<file path="config.mk">
export PLATFORM = sky130hd
export DESIGN_NAME = mbox_sender
export DESIGN_NICKNAME = d
export VERILOG_FILES = /design/src/rtl/mbox_sender_pkg.sv /design/src/rtl/mbox_sender_slot.sv /design/src/rtl/mbox_sender_irq.sv /design/src/rtl/mbox_sender_regs.sv /design/src/rtl/mbox_sender.sv
export SDC_FILE = /design/constraint.sdc
export NUM_CORES = 1
export LEC_CHECK = 0
export ABC_AREA = 0
export BUFFER_PORTS_ARGS = -buffer_cell sky130_fd_sc_hd__buf_2
export CORE_MARGIN = 2
export CORE_UTILIZATION = 45
export CTS_BUF_LIST = sky130_fd_sc_hd__clkbuf_16
export CTS_CLUSTER_DIAMETER = 120
export DETAILED_ROUTE_END_ITERATION = 10
export PLACE_DENSITY = 0.81
export SLEW_MARGIN = 20
export SYNTH_ARGS = -nofsm -noshare
export SYNTH_HDL_FRONTEND = slang
export SYNTH_HIERARCHICAL = 1
export SYNTH_SLANG_ARGS = --single-unit
</file>
<file path="constraint.sdc">
create_clock -name clk -period 2.1 [get_ports clk]
set_input_delay 0.105 -clock clk [delete_from_list [all_inputs] [get_ports clk]]
set_output_delay 0.105 -clock clk [all_outputs]
set_load 0.05 [all_outputs]
</file>
<file path="src/rtl/mbox_sender_pkg.sv">
// Package: shared sizes and register offsets of the mailbox transmit inbox.
// Assumes a byte-addressed register space of 8 address bits.
package mbox_sender_pkg;
    localparam int NUM_TGT = 8;
    localparam int WORD_W  = 32;
    localparam int ADDR_W  = 8;
    localparam int TGT_W   = $clog2(NUM_TGT);
    localparam int MSG_W   = 2 * WORD_W;

    localparam logic [ADDR_W-1:0] OFS_TGT   = 8'h00;
    localparam logic [ADDR_W-1:0] OFS_LOW   = 8'h04;
    localparam logic [ADDR_W-1:0] OFS_HIGH  = 8'h08;
    localparam logic [ADDR_W-1:0] OFS_GO    = 8'h0C;
    localparam logic [ADDR_W-1:0] OFS_CLR   = 8'h10;
    localparam logic [ADDR_W-1:0] OFS_STAT  = 8'h14;
    localparam logic [ADDR_W-1:0] OFS_PEND  = 8'h18;
    localparam logic [ADDR_W-1:0] OFS_MASK  = 8'h1C;

    // interrupt mask bit positions; order is decoded by software
    localparam int MSK_BUSY = 0;
    localparam int MSK_OVF  = 1;
    localparam int MSK_DLV  = 2;
endpackage

</file>
<file path="src/rtl/mbox_sender_slot.sv">
// Module: one target's message slot with busy, overflow and delivered flags.
// Assumes post is a one-cycle pulse; ack is honoured only while busy.
module mbox_sender_slot #(
    parameter int MSG_W = 64
) (
    input  logic             clk,
    input  logic             rst_n,
    input  logic             post,
    input  logic [MSG_W-1:0] msg_in,
    input  logic             ack,
    input  logic             clr_ovf,
    input  logic             clr_dlv,
    output logic             busy,
    output logic             ovf,
    output logic             dlv,
    output logic [MSG_W-1:0] msg_out
);
    logic take;
    assign take = ack && busy;

    // busy flag and payload: load on accepted post, release on fetch
    always_ff @(posedge clk) begin
        if (!rst_n) begin
            busy    <= 1'b0;
            msg_out <= '0;
        end else if (take) begin
            busy <= 1'b0;
        end else if (post && !busy) begin
            busy    <= 1'b1;
            msg_out <= msg_in;
        end
    end

    // overflow flag: refused post sets it, clear request drops it
    always_ff @(posedge clk) begin
        if (!rst_n)              ovf <= 1'b0;
        else if (post && busy)   ovf <= 1'b1;
        else if (clr_ovf)        ovf <= 1'b0;
    end

    // delivered flag: fetch sets it, clear request drops it
    always_ff @(posedge clk) begin
        if (!rst_n)       dlv <= 1'b0;
        else if (take)    dlv <= 1'b1;
        else if (clr_dlv) dlv <= 1'b0;
    end

    assert_post_load_R2: assert property (@(posedge clk) disable iff (!rst_n)
        (post && !busy && !ack) |=> (busy && msg_out == $past(msg_in)));
    assert_no_overwrite_R3: assert property (@(posedge clk) disable iff (!rst_n)
        (post && busy) |=> (ovf && $stable(msg_out)));
    assert_fetch_done_R4: assert property (@(posedge clk) disable iff (!rst_n)
        (ack && busy) |=> (dlv && !busy));
    assert_idle_ack_R4: assert property (@(posedge clk) disable iff (!rst_n)
        (ack && !busy && !post && !clr_dlv) |=> ($stable(dlv) && !busy));
endmodule

</file>
<file path="src/rtl/mbox_sender_irq.sv">
// Module: combines masked flag sources into one latched pending bit.
// Assumes clr is a one-cycle pulse from a write-one to the pending register.
module mbox_sender_irq #(
    parameter int NUM_TGT = 8
) (
    input  logic               clk,
    input  logic               rst_n,
    input  logic [NUM_TGT-1:0] busy,
    input  logic [NUM_TGT-1:0] ovf,
    input  logic [NUM_TGT-1:0] dlv,
    input  logic [2:0]         mask,
    input  logic               clr,
    output logic               pend
);
    import mbox_sender_pkg::*;
    logic src;

    // one combined source from the three unmasked summary terms
    always_comb begin
        src = ((|busy) && !mask[MSK_BUSY]) ||
              ((|ovf)  && !mask[MSK_OVF])  ||
              ((|dlv)  && !mask[MSK_DLV]);
    end

    // pending latch: active source sets, write-one clears
    always_ff @(posedge clk) begin
        if (!rst_n) pend <= 1'b0;
        else        pend <= src || (pend && !clr);
    end

    assert_irq_latch_R6: assert property (@(posedge clk) disable iff (!rst_n)
        src |=> pend);
    assert_irq_clear_R7: assert property (@(posedge clk) disable iff (!rst_n)
        (clr && !src) |=> !pend);
endmodule

</file>
<file path="src/rtl/mbox_sender_regs.sv">
// Module: register decode for message composition, flag clears and masks.
// Assumes single-cycle writes; reads are combinational from bus_addr.
module mbox_sender_regs #(
    parameter int NUM_TGT = 8,
    parameter int WORD_W  = 32,
    parameter int ADDR_W  = 8
) (
    input  logic                     clk,
    input  logic                     rst_n,
    input  logic                     bus_wr,
    input  logic [ADDR_W-1:0]        bus_addr,
    input  logic [WORD_W-1:0]        bus_wdata,
    output logic [WORD_W-1:0]        bus_rdata,
    input  logic [NUM_TGT-1:0]       busy,
    input  logic [NUM_TGT-1:0]       ovf,
    input  logic [NUM_TGT-1:0]       dlv,
    input  logic                     pend,
    output logic [NUM_TGT-1:0]       post_vec,
    output logic [2*WORD_W-1:0]      msg,
    output logic [NUM_TGT-1:0]       clr_ovf,
    output logic [NUM_TGT-1:0]       clr_dlv,
    output logic                     pend_clr,
    output logic [2:0]               mask
);
    import mbox_sender_pkg::*;
    localparam int TW = $clog2(NUM_TGT);

    logic [WORD_W-1:0] low_q, high_q;
    logic [TW-1:0]     tgt_q;
    logic              wr_go, wr_clr;

    assign wr_go  = bus_wr && (bus_addr == OFS_GO)  && bus_wdata[0];
    assign wr_clr = bus_wr && (bus_addr == OFS_CLR);
    assign pend_clr = bus_wr && (bus_addr == OFS_PEND) && bus_wdata[0];
    assign msg    = {high_q, low_q};

    // composition registers and mask
    always_ff @(posedge clk) begin
        if (!rst_n) begin
            low_q  <= '0;
            high_q <= '0;
            tgt_q  <= '0;
            mask   <= 3'b111;
        end else if (bus_wr) begin
            if (bus_addr == OFS_LOW)  low_q  <= bus_wdata;
            if (bus_addr == OFS_HIGH) high_q <= bus_wdata;
            if (bus_addr == OFS_TGT)  tgt_q  <= bus_wdata[TW-1:0];
            if (bus_addr == OFS_MASK) mask   <= bus_wdata[2:0];
        end
    end

    // one-hot post and per-target clear strobes
    always_comb begin
        for (int i = 0; i < NUM_TGT; i++) begin
            post_vec[i] = wr_go && (tgt_q == TW'(i));
            clr_ovf[i]  = wr_clr && bus_wdata[NUM_TGT + i];
            clr_dlv[i]  = wr_clr && bus_wdata[2*NUM_TGT + i];
        end
    end

    // read mux
    always_comb begin
        bus_rdata = '0;
        case (bus_addr)
            OFS_TGT:  bus_rdata[TW-1:0] = tgt_q;
            OFS_LOW:  bus_rdata = low_q;
            OFS_HIGH: bus_rdata = high_q;
            OFS_STAT: bus_rdata[3*NUM_TGT-1:0] = {dlv, ovf, busy};
            OFS_PEND: bus_rdata[0] = pend;
            OFS_MASK: bus_rdata[2:0] = mask;
            default:  bus_rdata = '0;
        endcase
    end

    assert_single_post_R2: assert property (@(posedge clk) disable iff (!rst_n)
        $onehot0(post_vec));
endmodule

</file>
<file path="src/rtl/mbox_sender.sv">
// Module: transmit inbox of an inter-processor mailbox, eight targets.
// Assumes one register master; each target fetches through valid/ack.
module mbox_sender #(
    parameter int NUM_TGT = mbox_sender_pkg::NUM_TGT,
    parameter int WORD_W  = mbox_sender_pkg::WORD_W,
    parameter int ADDR_W  = mbox_sender_pkg::ADDR_W
) (
    input  logic                        clk,
    input  logic                        rst_n,
    input  logic                        bus_wr,
    input  logic [ADDR_W-1:0]           bus_addr,
    input  logic [WORD_W-1:0]           bus_wdata,
    output logic [WORD_W-1:0]           bus_rdata,
    output logic [NUM_TGT-1:0]          fetch_valid,
    output logic [NUM_TGT*2*WORD_W-1:0] fetch_data,
    input  logic [NUM_TGT-1:0]          fetch_ack,
    output logic                        irq
);
    localparam int MW = 2 * WORD_W;

    logic [NUM_TGT-1:0] busy, ovf, dlv, post_vec, clr_ovf, clr_dlv;
    logic [MW-1:0]      msg;
    logic               pend_clr;
    logic [2:0]         mask;

    mbox_sender_regs #(.NUM_TGT(NUM_TGT), .WORD_W(WORD_W), .ADDR_W(ADDR_W)) u_regs (
        .clk(clk), .rst_n(rst_n), .bus_wr(bus_wr), .bus_addr(bus_addr),
        .bus_wdata(bus_wdata), .bus_rdata(bus_rdata), .busy(busy), .ovf(ovf),
        .dlv(dlv), .pend(irq), .post_vec(post_vec), .msg(msg),
        .clr_ovf(clr_ovf), .clr_dlv(clr_dlv), .pend_clr(pend_clr), .mask(mask)
    );

    // one slot per target
    for (genvar t = 0; t < NUM_TGT; t++) begin : g_slot
        mbox_sender_slot #(.MSG_W(MW)) u_slot (
            .clk(clk), .rst_n(rst_n), .post(post_vec[t]), .msg_in(msg),
            .ack(fetch_ack[t]), .clr_ovf(clr_ovf[t]), .clr_dlv(clr_dlv[t]),
            .busy(busy[t]), .ovf(ovf[t]), .dlv(dlv[t]),
            .msg_out(fetch_data[t*MW +: MW])
        );
    end

    assign fetch_valid = busy;

    mbox_sender_irq #(.NUM_TGT(NUM_TGT)) u_irq (
        .clk(clk), .rst_n(rst_n), .busy(busy), .ovf(ovf), .dlv(dlv),
        .mask(mask), .clr(pend_clr), .pend(irq)
    );

    assert_flags_cleared_R1: assert property (@(posedge clk)
        $past(!rst_n) |-> (busy == '0 && ovf == '0 && dlv == '0 && !irq));
endmodule

</file>
Yosys cells after proc, flatten, opt, wreduce, memory -nomap -nowiden. Cells that the tools add are included.

Bits in registers: 607. Bits of input ports: 51. Output and inout bits: 553.

Eq/ne operators: 14. Muxes and demuxes: 36. Bitwise operators: 9. Reductions and logical operators: 113.

Operator list (number): 21-bit one-hot mux with 3 select lines (1); 1-bit logical AND (57); 8-bit by 5-bit == test with 1-bit output, second input constant (4); 1-bit two-way mux (32); 2-bit nonzero test (16); 2-bit AND reduction (12); 8-bit OR reduction (3); 8-bit by 4-bit == test with 1-bit output, second input constant (2); 8-bit one-hot mux with 2 select lines (1); 2-bit OR reduction (8); 3-bit == test, second input constant (4); 1-bit logical NOT (12); 2-bit one-hot mux with 5 select lines (1); 1-bit NOT (9); 8-bit by 3-bit == test with 1-bit output, second input constant (1); 8-bit logical NOT (1); 3-bit by 2-bit == test with 1-bit output, second input constant (2); 1-bit one-hot mux with 6 select lines (1); 3-bit by 1-bit == test with 1-bit output, second input constant (1); 3-bit logical NOT (1); 1-bit logical OR (3).

Logic depth before layout (Yosys ltp). Gate-level depths: netlist (run 1).

Depth after elaboration: 6. Depth in mapped cells: 9. Mapped depth without buffers: 6.

Modules after synthesis. The synthesis (run 1) kept the hierarchy.

By module, submodules not included: mbox_sender_slot (instances 8, cells each 289, area each 2736.4 sq um); mbox_sender_regs (instances 1, cells each 422, area each 3246.9 sq um); mbox_sender_irq (instances 1, cells each 12, area each 96.3 sq um).

Least setup slack after synthesis (run 1). No wires, ideal clock.

Path type: in2reg. Start: in bus_addr[5]. End: reg g_slot[0].u_slot.msg_out[32]. Library setup time: 72 ps. Arrival time: 2182 ps. Path slack: -153 ps. Stages on the path: 8. Buffers on the path: 2. Cell sequence: or3_1 -> or3_1 -> or3_1 -> nor3_1 -> nor2b_4 -> buf_12 -> buf_12 -> mux2i_1.

Longest elaborated chain between the ends: 6.

RTL lines: start, declared (line mbox_sender.sv:11) `input logic [ADDR_W-1:0] bus_addr,`; 8-bit by 4-bit == test with 1-bit output (line mbox_sender_regs.sv:32) `assign wr_go = bus_wr && (bus_addr == OFS_GO) && bus_wdata[0];`; 1-bit logical AND (2 in series) (line mbox_sender_regs.sv:32); 1-bit logical AND (line mbox_sender_regs.sv:55) `post_vec[i] = wr_go && (tgt_q == TW'(i));`; named net post_vec[0] (line mbox_sender.sv:21) `logic [NUM_TGT-1:0] busy, ovf, dlv, post_vec, clr_ovf, clr_dlv;`; 1-bit logical AND (line mbox_sender_slot.sv:28) `end else if (post && !busy) begin`; 2-bit AND reduction (no source line); end signal, assigned (line mbox_sender_slot.sv:30) `msg_out <= msg_in;`; end, declared (line mbox_sender_slot.sv:16) `output logic [MSG_W-1:0] msg_out`.

The timed path passes the listed nets, and every way through them passes these cells. A chain may end at the register's enable or synchronous reset.

Final worst setup path (run 1).
Start: in bus_wr. End: reg g_slot[1].u_slot.msg_out[22].

Longest elaborated chain between the ends: 5.

RTL lines: start, declared (line mbox_sender.sv:10) `input logic bus_wr,`; 1-bit logical AND (2 in series) (line mbox_sender_regs.sv:32); 1-bit logical AND (line mbox_sender_regs.sv:55); named net post_vec[1] (line mbox_sender.sv:21); 1-bit logical AND (line mbox_sender_slot.sv:28); 2-bit AND reduction (no source line); end signal, assigned (line mbox_sender_slot.sv:30); end, declared (line mbox_sender_slot.sv:16).

The timed path passes the listed nets, and every way through them passes these cells.

==> metrics.log, run 1 <==
INFO  metric number_of_enable_flip_flop_cells_after_synthesis = 0
INFO  metric drt-initial-drc-count = between 1500 and 2000
INFO  metric kind_of_cell_with_the_highest_combined_delay_on_the_critical_path = simple AND/OR/NAND/NOR gates
INFO  metric hpwlAfterDp = 59.07 mm
INFO  metric antenna_found_initial = 8
INFO  metric largest_net_degree_at_the_start_of_global_routing = 95
INFO  metric synthesis.instances = 2746
INFO  metric port_buffers = 603
INFO  metric num_io_pins = between 600 and 700
INFO  metric detailedRoute.firstPassIterationCount = 5
INFO  metric gr-usage-all-layers = 0.2753
INFO  metric routed_length_per_placed_instance = ~20 um
INFO  metric drt_drc_violations_left = 0
INFO  metric total_power = roughly 0.023 W
INFO  metric insertion_delay = roughly 640 ps
INFO  metric cpPeakStageDelay = around 530 ps
INFO  metric postLayoutCoreUtil = 0.5780
INFO  metric postSynth.topFlopCell = dfxtp_1
INFO  metric worst_slew_margin_rel = 0.5691
INFO  metric clockRootBuffer = clkbuf_16
INFO  metric final_common_cell = nand2_1
INFO  metric final_critical_path_setup_slack = 48.38 ps
INFO  metric crit_path_max_fanout = 13
INFO  metric number_of_global_route_vias_before_repair = 20652
INFO  metric core_area = 55310 um2
INFO  metric num-nets-final = 3485
INFO  metric detailroute.via_count = 22086
INFO  metric tritoncts = yes
INFO  metric yosys_warnings = 6
INFO  metric power_leakage = between 10 and 15 nW
INFO  metric timing_worst_setup_path_type = in -> reg
INFO  metric fp.dieArea = about 58000 um2
INFO  metric most-common-layout-cells = nand2_1, dfxtp_1, buf_2, mux2i_1, buf_4
INFO  metric avgViaCountPerCell = around 5.2
INFO  metric grt_overflow = 0
INFO  metric grt_first_pass_wirelength = 122.1 mm
INFO  metric max_slew.worst_pin.slew = 646.4 ps
INFO  metric fin_crit_sh = 0.9770
INFO  metric cts_inserted_buffers = around 60
INFO  metric timing.critical_path.from_type = primary input
INFO  metric asyncSetResetFlopFracSynth = 0
INFO  metric syn-mean-instance-area = 9.189 um2
INFO  metric critPathBufInv = 4
INFO  metric clockBufferDepth = 3
INFO  metric synth_seq_cells = 607
INFO  metric synth.distinct_cells = 37
INFO  metric floorplan.initialDensity = 0.4562
INFO  metric nFillCells = ~4700
INFO  metric ys_seq_area_frac = 0.4816
INFO  metric setup.worst_path.end_class = flip-flop
INFO  metric worst_clock_skew = between 40 and 50 ps
INFO  metric min_path_type = in -> reg
INFO  metric status = finished, final reports clean
INFO  metric final_period_minus_worst_setup_slack = a little over 2000 ps
INFO  metric cts.htree.levels = 2
INFO  metric place_worst_setup_slack = -377.2 ps
INFO  metric cts_num_sinks = 607
INFO  metric row_count = 86
INFO  metric die-width = 240.8 um
INFO  metric cp_data_required_time = 2630 ps
INFO  metric max_freq = 0.4874 GHz
INFO  metric timing.final.max_slew_violations = 0
INFO  metric critPathArrivalTime = about 2600 ps
INFO  metric cts.clk_slew.worst_paths = 60 ps
INFO  metric post_drt_antenna_nets = 0
INFO  metric postSynthNetCount = 2797
INFO  metric final_hold_fails = 0
INFO  metric post_synthesis_cell_area = ~25000 um2
INFO  metric cp_slowest_cell = dlygate4sd3_1
INFO  metric die_height = 240.8 um
INFO  metric globalplace.congestion = approximately 0.87
INFO  metric post_route_cells_drive_above_1_share = 0.2604
INFO  metric timing.critical_path.cells = dlygate4sd3_1 > buf_2 > nand2_1 > or3_4 > or3_4 > nor2_2 > nor2b_4 > buf_12 > buf_12 > mux2i_2
INFO  metric power-per-cell-area = 707.7 nW/um2
INFO  metric wl = 84.61 mm
INFO  metric max_cap_violations = 0
INFO  metric synthToLayoutAreaGrowth = 26.70%
INFO  metric finalSetupViolCount = 0
INFO  metric max-vdd-ir-drop = 0.8700 mV
[layout make-up]
type / instances / area (um2) / share of cell area
Timing Repair Buffer: 838 / 5738 / 0.1795
Multi-Input combinational cell: 1925 / 11240 / 0.3515
Clock inverter: 51 / 357.8 / 0.01119
Sequential cell: 607 / 12150 / 0.3802
Clock buffer: 61 / 1526 / 0.04775
Inverter: 1 / 3.754 / 0.0001174
Tap cell: 748 / 935.9 / 0.02927
Antenna cell: 7 / 17.52 / 0.0005479
[final timing paths]
path	from	to	slack [ps]	cells after the start
worst min register to register	g_slot[4].u_slot/msg_out[29]	g_slot[4].u_slot/msg_out[29]	450	2
worst max-delay path	bus_wr	g_slot[1].u_slot/msg_out[22]	50	10
worst min-delay path	bus_addr[0]	u_regs/tgt_q[0]	50	5
worst max register to register	u_regs/tgt_q[2]	g_slot[6].u_slot/msg_out[10]	190	7
[power by group]
part / internal [W] / total, W / switching (W)
Sequential: 0.0115 / 0.0115 / 0.00000171
Clock: 0.00575 / 0.0104 / 0.00470
Combinational: 0.000225 / 0.000661 / 0.000436
Total: 0.0175 / 0.0226 / 0.00513
[layer usage]
metal  track usage  part of all wire
met5             0                 0
met4        0.1347             0.045
met3       0.06634             0.087
met2        0.4549              0.47
met1        0.3366              0.40
[synth_stat cells (2+ instances only)]
library cell  instances  share of area
a21boi_0             16         0.0048
a21oi_1               5        0.00099
a22o_1                9         0.0031
a22oi_1              24         0.0071
and2_1               17         0.0042
and3_1                2        0.00050
buf_1                 8         0.0012
buf_12               56          0.044
buf_2                73          0.014
buf_4                17         0.0051
buf_6                 6         0.0027
clkbuf_1             53         0.0079
dfxtp_1             607           0.48
mux2_2                2        0.00089
mux2i_1             516           0.20
nand2_1            1123           0.17
nand2b_1             18         0.0045
nand3_1              68          0.013
nand3b_1              2        0.00059
nand4_1               3        0.00074
nor2_1               10         0.0015
nor2b_4               8         0.0044
nor3_1                3        0.00059
nor3b_1               2        0.00059
nor4_1                7         0.0017
nor4_2                2        0.00099
o211a_1               8         0.0032
o21ai_0              37         0.0073
o21ai_1              32         0.0063
or3_1                 5         0.0012
[logic make-up after synthesis]
logic type / count (synthesis) / share of synthesized area
multiplexers: 518 / 0.2056
AND/OR/NAND/NOR: 1274 / 0.2033
flip-flops: 607 / 0.4816
AO/OA/AOI/OAI: 133 / 0.03367
buffers and inverters: 214 / 0.07586
[through the flow]
step / hold slack, ps / TNS, ps / cell area, um2 / std cells
4_1_cts: 20.31 / 0 / 31810 / 4226
3_3_place_gp: 340.5 / -134760 / 29490 / 4070
6_report: 48.67 / 0 / 31970 / 4238
2_1_floorplan: 230.1 / -1891 / 25270 / 2746
5_1_grt: 85.23 / -6.355 / 31970 / 4237
3_5_place_dp: 349.7 / -154520 / 29490 / 4070
[flip-flops by register name (all words and copies together) (netlist names)]
signal                 count
g_slot.u_slot/busy         8
g_slot.u_slot/dlv          8
u_regs/tgt_q               3
g_slot.u_slot/msg_out    512
u_regs/low_q              32
u_regs/high_q             32
u_irq/pend                 1
g_slot.u_slot/ovf          8
u_regs/mask                3
[worst reg2reg max path: stages (launching register included)]
cell and delay (ps):
dfxtp_1 360, inv_1 80, or3_4 430, nor2_2 130, nor2b_4 270, buf_12 190, buf_4 160, mux2i_1 190
[what timing repair did]
action                                  4_1_cts  5_1_grt
hold buffers                                 44        0
hold endpoints to repair                    110        0
gates resized for setup                       0       12
buffers inserted                              0        2
endpoints found under the setup margin        0      110
Power figures use the tool's default switching activity.
==> run 2, diff against run 1 <==
--- a/config.mk
+++ b/config.mk
@@ -7,12 +7,14 @@
 export LEC_CHECK = 0
 export ABC_AREA = 0
 export BUFFER_PORTS_ARGS = -buffer_cell sky130_fd_sc_hd__buf_2
+export CAP_MARGIN = 20
 export CORE_MARGIN = 2
 export CORE_UTILIZATION = 45
 export CTS_BUF_LIST = sky130_fd_sc_hd__clkbuf_16
 export CTS_CLUSTER_DIAMETER = 120
 export DETAILED_ROUTE_END_ITERATION = 10
 export PLACE_DENSITY = 0.81
+export RECOVER_POWER = 100
 export SLEW_MARGIN = 20
 export SYNTH_ARGS = -nofsm -noshare
 export SYNTH_HDL_FRONTEND = slang
==> run 2 against run 1 <==
  * Count of clock-buffer cells in the layout is the same
  * Clock skew down 2.0 ps
  * Non-clock buffer count unchanged
  * Via count is essentially flat
  * Maximum frequency decreased by 0.82%
  * Power hardly changed
  * Critical path type unchanged
  * Largest cell class unchanged
  * Largest power group unchanged
==> metrics.log, run 2 (same netlist as run 1, synthesis figures left out) <==
INFO  metric layout_top_registers = g_slot.u_slot/msg_out: 512 flops, u_regs/high_q: 32 flops, u_regs/low_q: 32 flops
INFO  metric floorplan.initialDensity = 0.4562
INFO  metric place_worst_setup_slack = -377.2 ps
INFO  metric grt_first_pass_wirelength = 122.1 mm
INFO  metric hpwlAfterDp = 59.07 mm
INFO  metric final_critical_path_setup_slack = about 32 ps
INFO  metric die_height = 240.8 um
INFO  metric num-nets-final = around 3500
INFO  metric post_drt_antenna_nets = 0
INFO  metric max_cap_violations = 0
INFO  metric hp-start = bus_addr[0]
INFO  metric antenna_found_initial = 8
INFO  metric num_io_pins = 604
INFO  metric critPathArrivalTime = 2600 ps
INFO  metric timing_worst_setup_path_type = in -> reg
INFO  metric clockBufferDepth = 3
INFO  metric min_path_cells = 5
INFO  metric cts.clk_slew.worst_paths = 60 ps
INFO  metric final_hold_fails = 0
INFO  metric drt_drc_violations_left = 0
INFO  metric min_path_type = in -> reg
INFO  metric nFillCells = 4972
INFO  metric reg2reg_setup_slack = 180 ps
INFO  metric setup.worst_path.end_class = flip-flop
INFO  metric wl = 84.71 mm
INFO  metric worst_slew_margin_rel = 0.2553
INFO  metric power-per-cell-area = around 720 nW/um2
INFO  metric worst_clock_skew = 41.18 ps
INFO  metric grt_overflow = 0
INFO  metric core_area = 55310 um2
INFO  metric worst_r2r_startpoint = u_regs/tgt_q[2]
INFO  metric final_common_cell = nand2_1
INFO  metric most-common-layout-cells = nand2_1, dfxtp_1, clkbuf_1, mux2i_1, buf_4
INFO  metric drt-initial-drc-count = 1867
INFO  metric max-vdd-ir-drop = 0.8660 mV
INFO  metric finalSetupViolCount = 0
INFO  metric final_area = 31220 um2
INFO  metric number_of_global_route_vias_before_repair = 20652
INFO  metric cts.htree.levels = 2
INFO  metric post_route_cells_drive_above_1_share = 0.1091
INFO  metric die-width = between 200 and 250 um
INFO  metric max_slew.worst_pin.slew = roughly 1100 ps
INFO  metric power_leakage = 10.35 nW
INFO  metric routed_length_per_placed_instance = 19.99 um
INFO  metric gr-usage-all-layers = 0.2753
INFO  metric reg2regPathDepth = 6
INFO  metric fp.dieArea = roughly 58000 um2
INFO  metric placed_cell_area = between 20000 and 30000 um2
INFO  metric largest_net_degree_at_the_start_of_global_routing = 95
INFO  metric avgViaCountPerCell = 5.208
INFO  metric max_freq = 0.4834 GHz
INFO  metric timing.final.max_slew_violations = 0
INFO  metric synthToLayoutAreaGrowth = 23.72%
INFO  metric globalplace.congestion = between 0.8 and 0.9
INFO  metric timing.critical_path.from_type = primary input
INFO  metric cts_inserted_buffers = 61
INFO  metric clockRootBuffer = clkbuf_16
INFO  metric insertion_delay = 640 ps
INFO  metric cp_data_required_time = 2630 ps
INFO  metric crit_path_max_fanout = 13
INFO  metric final_period_minus_worst_setup_slack = 2068 ps
INFO  metric largest_register_ff_count = about 510
INFO  metric detailedRoute.firstPassIterationCount = 6
INFO  metric regMostFlops = g_slot.u_slot/msg_out
INFO  metric row_count = 86
INFO  metric cts_num_sinks = about 600
INFO  metric detailroute.via_count = 22066
INFO  metric fin_crit_sh = 0.9850
INFO  metric postLayoutCoreUtil = 0.5645
INFO  metric holdPathEnd = u_regs/tgt_q[0]
INFO  metric port_buffers = 603
INFO  metric tritoncts = yes
INFO  metric critical_path.reg2reg.endpoint = g_slot[5].u_slot/msg_out[43]
INFO  metric status = finished, final reports clean
-- run 2: final cells by class --
class,instances,area (um2),share of cell area
multi-input cells,1925,11240,0.3599
clock buffers,61,1526,0.04889
flip-flops and latches,607,12150,0.3893
repair buffers,838,4990,0.1598
diodes,6,15.01,0.0004809
inverters,1,3.754,0.0001202
clock inverters,51,357.8,0.01146
well taps,748,935.9,0.02998
-- run 2: worst max-delay path: stages --
cell           delay (ps)
dlygate4sd3_1         530
buf_2                 130
nand2_1                70
or3_4                 390
or3_4                 420
nor2_2                150
nor2b_4               190
buf_12                180
buf_12                180
mux2i_2               230
-- run 2: repair_timing --
action / CTS / global route
gates resized for setup: 0 / 12
setup buffers: 0 / 2
hold endpoints to repair: 110 / 0
hold buffers: 44 / 0
endpoints found under the setup margin: 0 / 110
-- run 2: how the worst max path moves through the flow --
stage,end,start,slack [ps],depth (start not counted)
global placement,g_slot[4].u_slot/msg_out[24],bus_addr[5],-320,9
CTS,bus_rdata[1],u_regs/tgt_q[1],3,4
global route,g_slot[5].u_slot/msg_out[36],bus_wr,-5,9
detailed placement,g_slot[7].u_slot/msg_out[18],bus_addr[5],-380,8
finish,g_slot[1].u_slot/msg_out[22],bus_wr,30,10
floorplan,g_slot[4].u_slot/msg_out[32],bus_addr[5],-30,8
-- run 2: layer usage --
layer  vias to the layer above  routed length, um  GRT usage
li1                      10370                  -          -
met1                     10421              34060     0.3366
met2                      1024              39330     0.4549
met3                       251               7244    0.06634
met4                         0               4072     0.1347
met5                         -                  0          0
-- run 2: power by group --
part	internal, W	leakage (nW)	switching, W
clock network	0.00575	0.965	0.00469
logic	0.000215	4.50	0.000433
registers	0.0115	4.89	0.00000172
-- run 2: metrics by stage --
stage | setup TNS (ps) | hold WS (ps) | std cells | total power, W
final | 0 | 49.02 | 4237 | 0.02261
after floorplan | -1891 | 230.1 | 2746 | 0.01215
after detailed placement | -154520 | 349.7 | 4070 | 0.01235
after global placement | -134760 | 340.5 | 4070 | 0.01234
after CTS | 0 | 20.31 | 4226 | 0.02271
after global routing | -10.67 | 85.23 | 4237 | 0.02326
==> run 3, diff against run 2 <==
--- a/config.mk
+++ b/config.mk
@@ -9,11 +9,11 @@
 export BUFFER_PORTS_ARGS = -buffer_cell sky130_fd_sc_hd__buf_2
 export CAP_MARGIN = 20
 export CORE_MARGIN = 2
-export CORE_UTILIZATION = 45
+export CORE_UTILIZATION = 44
 export CTS_BUF_LIST = sky130_fd_sc_hd__clkbuf_16
 export CTS_CLUSTER_DIAMETER = 120
 export DETAILED_ROUTE_END_ITERATION = 10
-export PLACE_DENSITY = 0.81
+export PLACE_DENSITY = 0.79
 export RECOVER_POWER = 100
 export SLEW_MARGIN = 20
 export SYNTH_ARGS = -nofsm -noshare
==> run 3 against run 2 <==
  * Sequential cell count is the same
  * Count of clock-buffer cells in the layout grew 5
  * Final area shrank 1.9%
  * Combinational power shrank 7.1%
  * Critical path depth shrank 2
  * Die area grew 2.2%
  * Clock skew shrank 12 ps
  * Hold slack gained 55 ps
  * Setup slack gained 30 ps
  * Critical endpoint is now u_regs/low_q[24]
  * Utilization shrank 2.2 points
==> metrics.log, run 3 (same netlist as run 1, synthesis figures left out) <==
INFO  metric status = finished, final reports clean
INFO  metric fin_crit_sh = 0.9708
INFO  metric post_route_cells_drive_above_1_share = 0.09347
INFO  metric wl = 84.34 mm
INFO  metric drt-initial-drc-count = 1791
INFO  metric clockRootBuffer = clkbuf_16
INFO  metric power-per-cell-area = approximately 750 nW/um2
INFO  metric port_buffers = 603
INFO  metric insertion_delay = 590 ps
INFO  metric grt_overflow = 0
INFO  metric final_hold_fails = 0
INFO  metric final_common_cell = nand2_1
INFO  metric most-common-layout-cells = nand2_1, dfxtp_1, clkbuf_1, mux2i_1, buf_4
INFO  metric cts.htree.levels = 3
INFO  metric crit_path_max_fanout = 64
INFO  metric total_power = between 0.02 and 0.025 W
INFO  metric worst_slew_margin_rel = 0.4013
INFO  metric final_critical_path_setup_slack = 61.25 ps
INFO  metric grt_first_pass_wirelength = 123.2 mm
INFO  metric die_height = 243.5 um
INFO  metric floorplan.initialDensity = 0.4467
INFO  metric number_of_global_route_vias_before_repair = approximately 20000
INFO  metric cp_data_required_time = 2570 ps
INFO  metric setup.worst_path.end_class = flip-flop
INFO  metric detailedRoute.firstPassIterationCount = 6
INFO  metric avgViaCountPerCell = 5.177
INFO  metric drt_drc_violations_left = 0
INFO  metric layout_top_registers = g_slot.u_slot/msg_out: 512 flops, u_regs/high_q: 32 flops, u_regs/low_q: 32 flops
INFO  metric synthToLayoutAreaGrowth = 21.36%
INFO  metric critPathArrivalTime = 2510 ps
INFO  metric max_freq = ~0.5 GHz
INFO  metric cpPeakStageDelay = 680 ps
INFO  metric num-nets-final = 3457
INFO  metric regMostFlops = g_slot.u_slot/msg_out
INFO  metric largest_net_degree_at_the_start_of_global_routing = 145
INFO  metric cts_inserted_buffers = between 60 and 70
INFO  metric min_path_type = in -> reg
INFO  metric cts.clk_slew.worst_paths = approximately 60 ps
INFO  metric critical-path-top-cell-by-count = clkbuf_1
INFO  metric gr-usage-all-layers = 0.2707
INFO  metric final_period_minus_worst_setup_slack = 2039 ps
INFO  metric num_io_pins = slightly above 600
INFO  metric globalplace.congestion = roughly 0.85
INFO  metric hpwlAfterDp = 58.76 mm
INFO  metric max_cap_violations = 0
INFO  metric finalSetupViolCount = 0
INFO  metric detailroute.via_count = 21763
INFO  metric largest_register_ff_count = 512
INFO  metric postLayoutCoreUtil = 0.5421
INFO  metric tritoncts = yes
INFO  metric cts_num_sinks = approximately 610
INFO  metric final_area = between 30000 and 40000 um2
INFO  metric post_drt_antenna_nets = 0
INFO  metric timing.final.max_slew_violations = 0
INFO  metric routed_length_per_placed_instance = 20.06 um
INFO  metric antenna_found_initial = 4
INFO  metric timing_worst_setup_path_type = in -> reg
INFO  metric placed_cell_area = 29240 um2
INFO  metric row_count = 87
INFO  metric clockBufferDepth = 3
INFO  metric worst_clock_skew = ~29 ps
INFO  metric power_leakage = 10.06 nW
INFO  metric timing.critical_path.cells = clkbuf_1 > clkbuf_1 > or3_1 > or4_2 > buf_12 > nand3_1 > o21ai_0 > dlygate4sd3_1
INFO  metric max-vdd-ir-drop = between 0.5 and 0.6 mV
INFO  metric core_area = 56500 um2
INFO  metric timing.critical_path.from_type = primary input
INFO  metric cp_slowest_cell = or4_2
INFO  metric place_worst_setup_slack = -387.3 ps
INFO  metric die-width = 243.5 um
INFO  metric setup_repair_after_global_routing_missed_its_margin = no
INFO  metric fp.dieArea = 59280 um2
INFO  metric nFillCells = 5265
INFO  metric max_slew.worst_pin.slew = 898.0 ps
==> run 3: cell type report <==
| class | instances | area (um2) | share of cell area |
|---|---|---|---|
| Multi-Input combinational cell | 1925 | 11210 | 0.3660 |
| Antenna cell | 3 | 7.507 | 0.0002451 |
| Timing Repair Buffer | 805 | 4368 | 0.1426 |
| Clock buffer | 66 | 1652 | 0.05393 |
| Clock inverter | 41 | 287.8 | 0.009397 |
| Sequential cell | 607 | 12150 | 0.3968 |
| Inverter | 1 | 3.754 | 0.0001226 |
| Tap cell | 756 | 945.9 | 0.03089 |
==> run 3: path summary, 6_finish.rpt <==
kind                           startpoint                           end  slack, ps  cells past startpoint
min reg2reg  g_slot[6].u_slot/msg_out[18]  g_slot[6].u_slot/msg_out[18]        450                      2
max reg2reg               u_regs/tgt_q[2]  g_slot[7].u_slot/msg_out[47]        100                      7
max                           bus_addr[1]              u_regs/low_q[24]         60                      8
min                                bus_wr               u_regs/tgt_q[1]        100                      4
==> run 3: where the power goes <==
part           total (W)  internal [W]  switching [W]
registers         0.0115        0.0115     0.00000213
clock network     0.0108       0.00608        0.00469
logic           0.000602      0.000179       0.000423
total             0.0229        0.0178        0.00511
==> run 3: stage by stage <==
step / cells / hold slack, ps / TNS [ps]
finish: 4204 / 103.7 / 0
CTS: 4201 / 50.95 / 0
global route: 4202 / 110.1 / 0
detailed placement: 4052 / 351.3 / -158830
global placement: 4052 / 334.3 / -138160
floorplan: 2746 / 230.1 / -1891
==> run 3: metal layers <==
layer | global-route usage | wire length (um) | share of wire
met3 | 0.06136 | 7285 | 0.086
met1 | 0.3297 | 33410 | 0.40
met5 | 0 | 0 | 0
met4 | 0.1391 | 4138 | 0.049
met2 | 0.4478 | 39510 | 0.47
==> run 3: timing repair <==
action / 4_1_cts / 5_1_grt
setup endpoints to repair: 1 / 1
endpoints found under the hold margin: 102 / 0
setup buffers: 0 / 0
hold buffers: 42 / 0
resized for setup: 1 / 1
==> run 3: worst max-delay path: cells and delay by family <==
kind,cells,cell delay [ps]
and+or+nand+nor,3,1250
buffers and inverters,4,1050
AOI/OAI and AO/OA,1,90
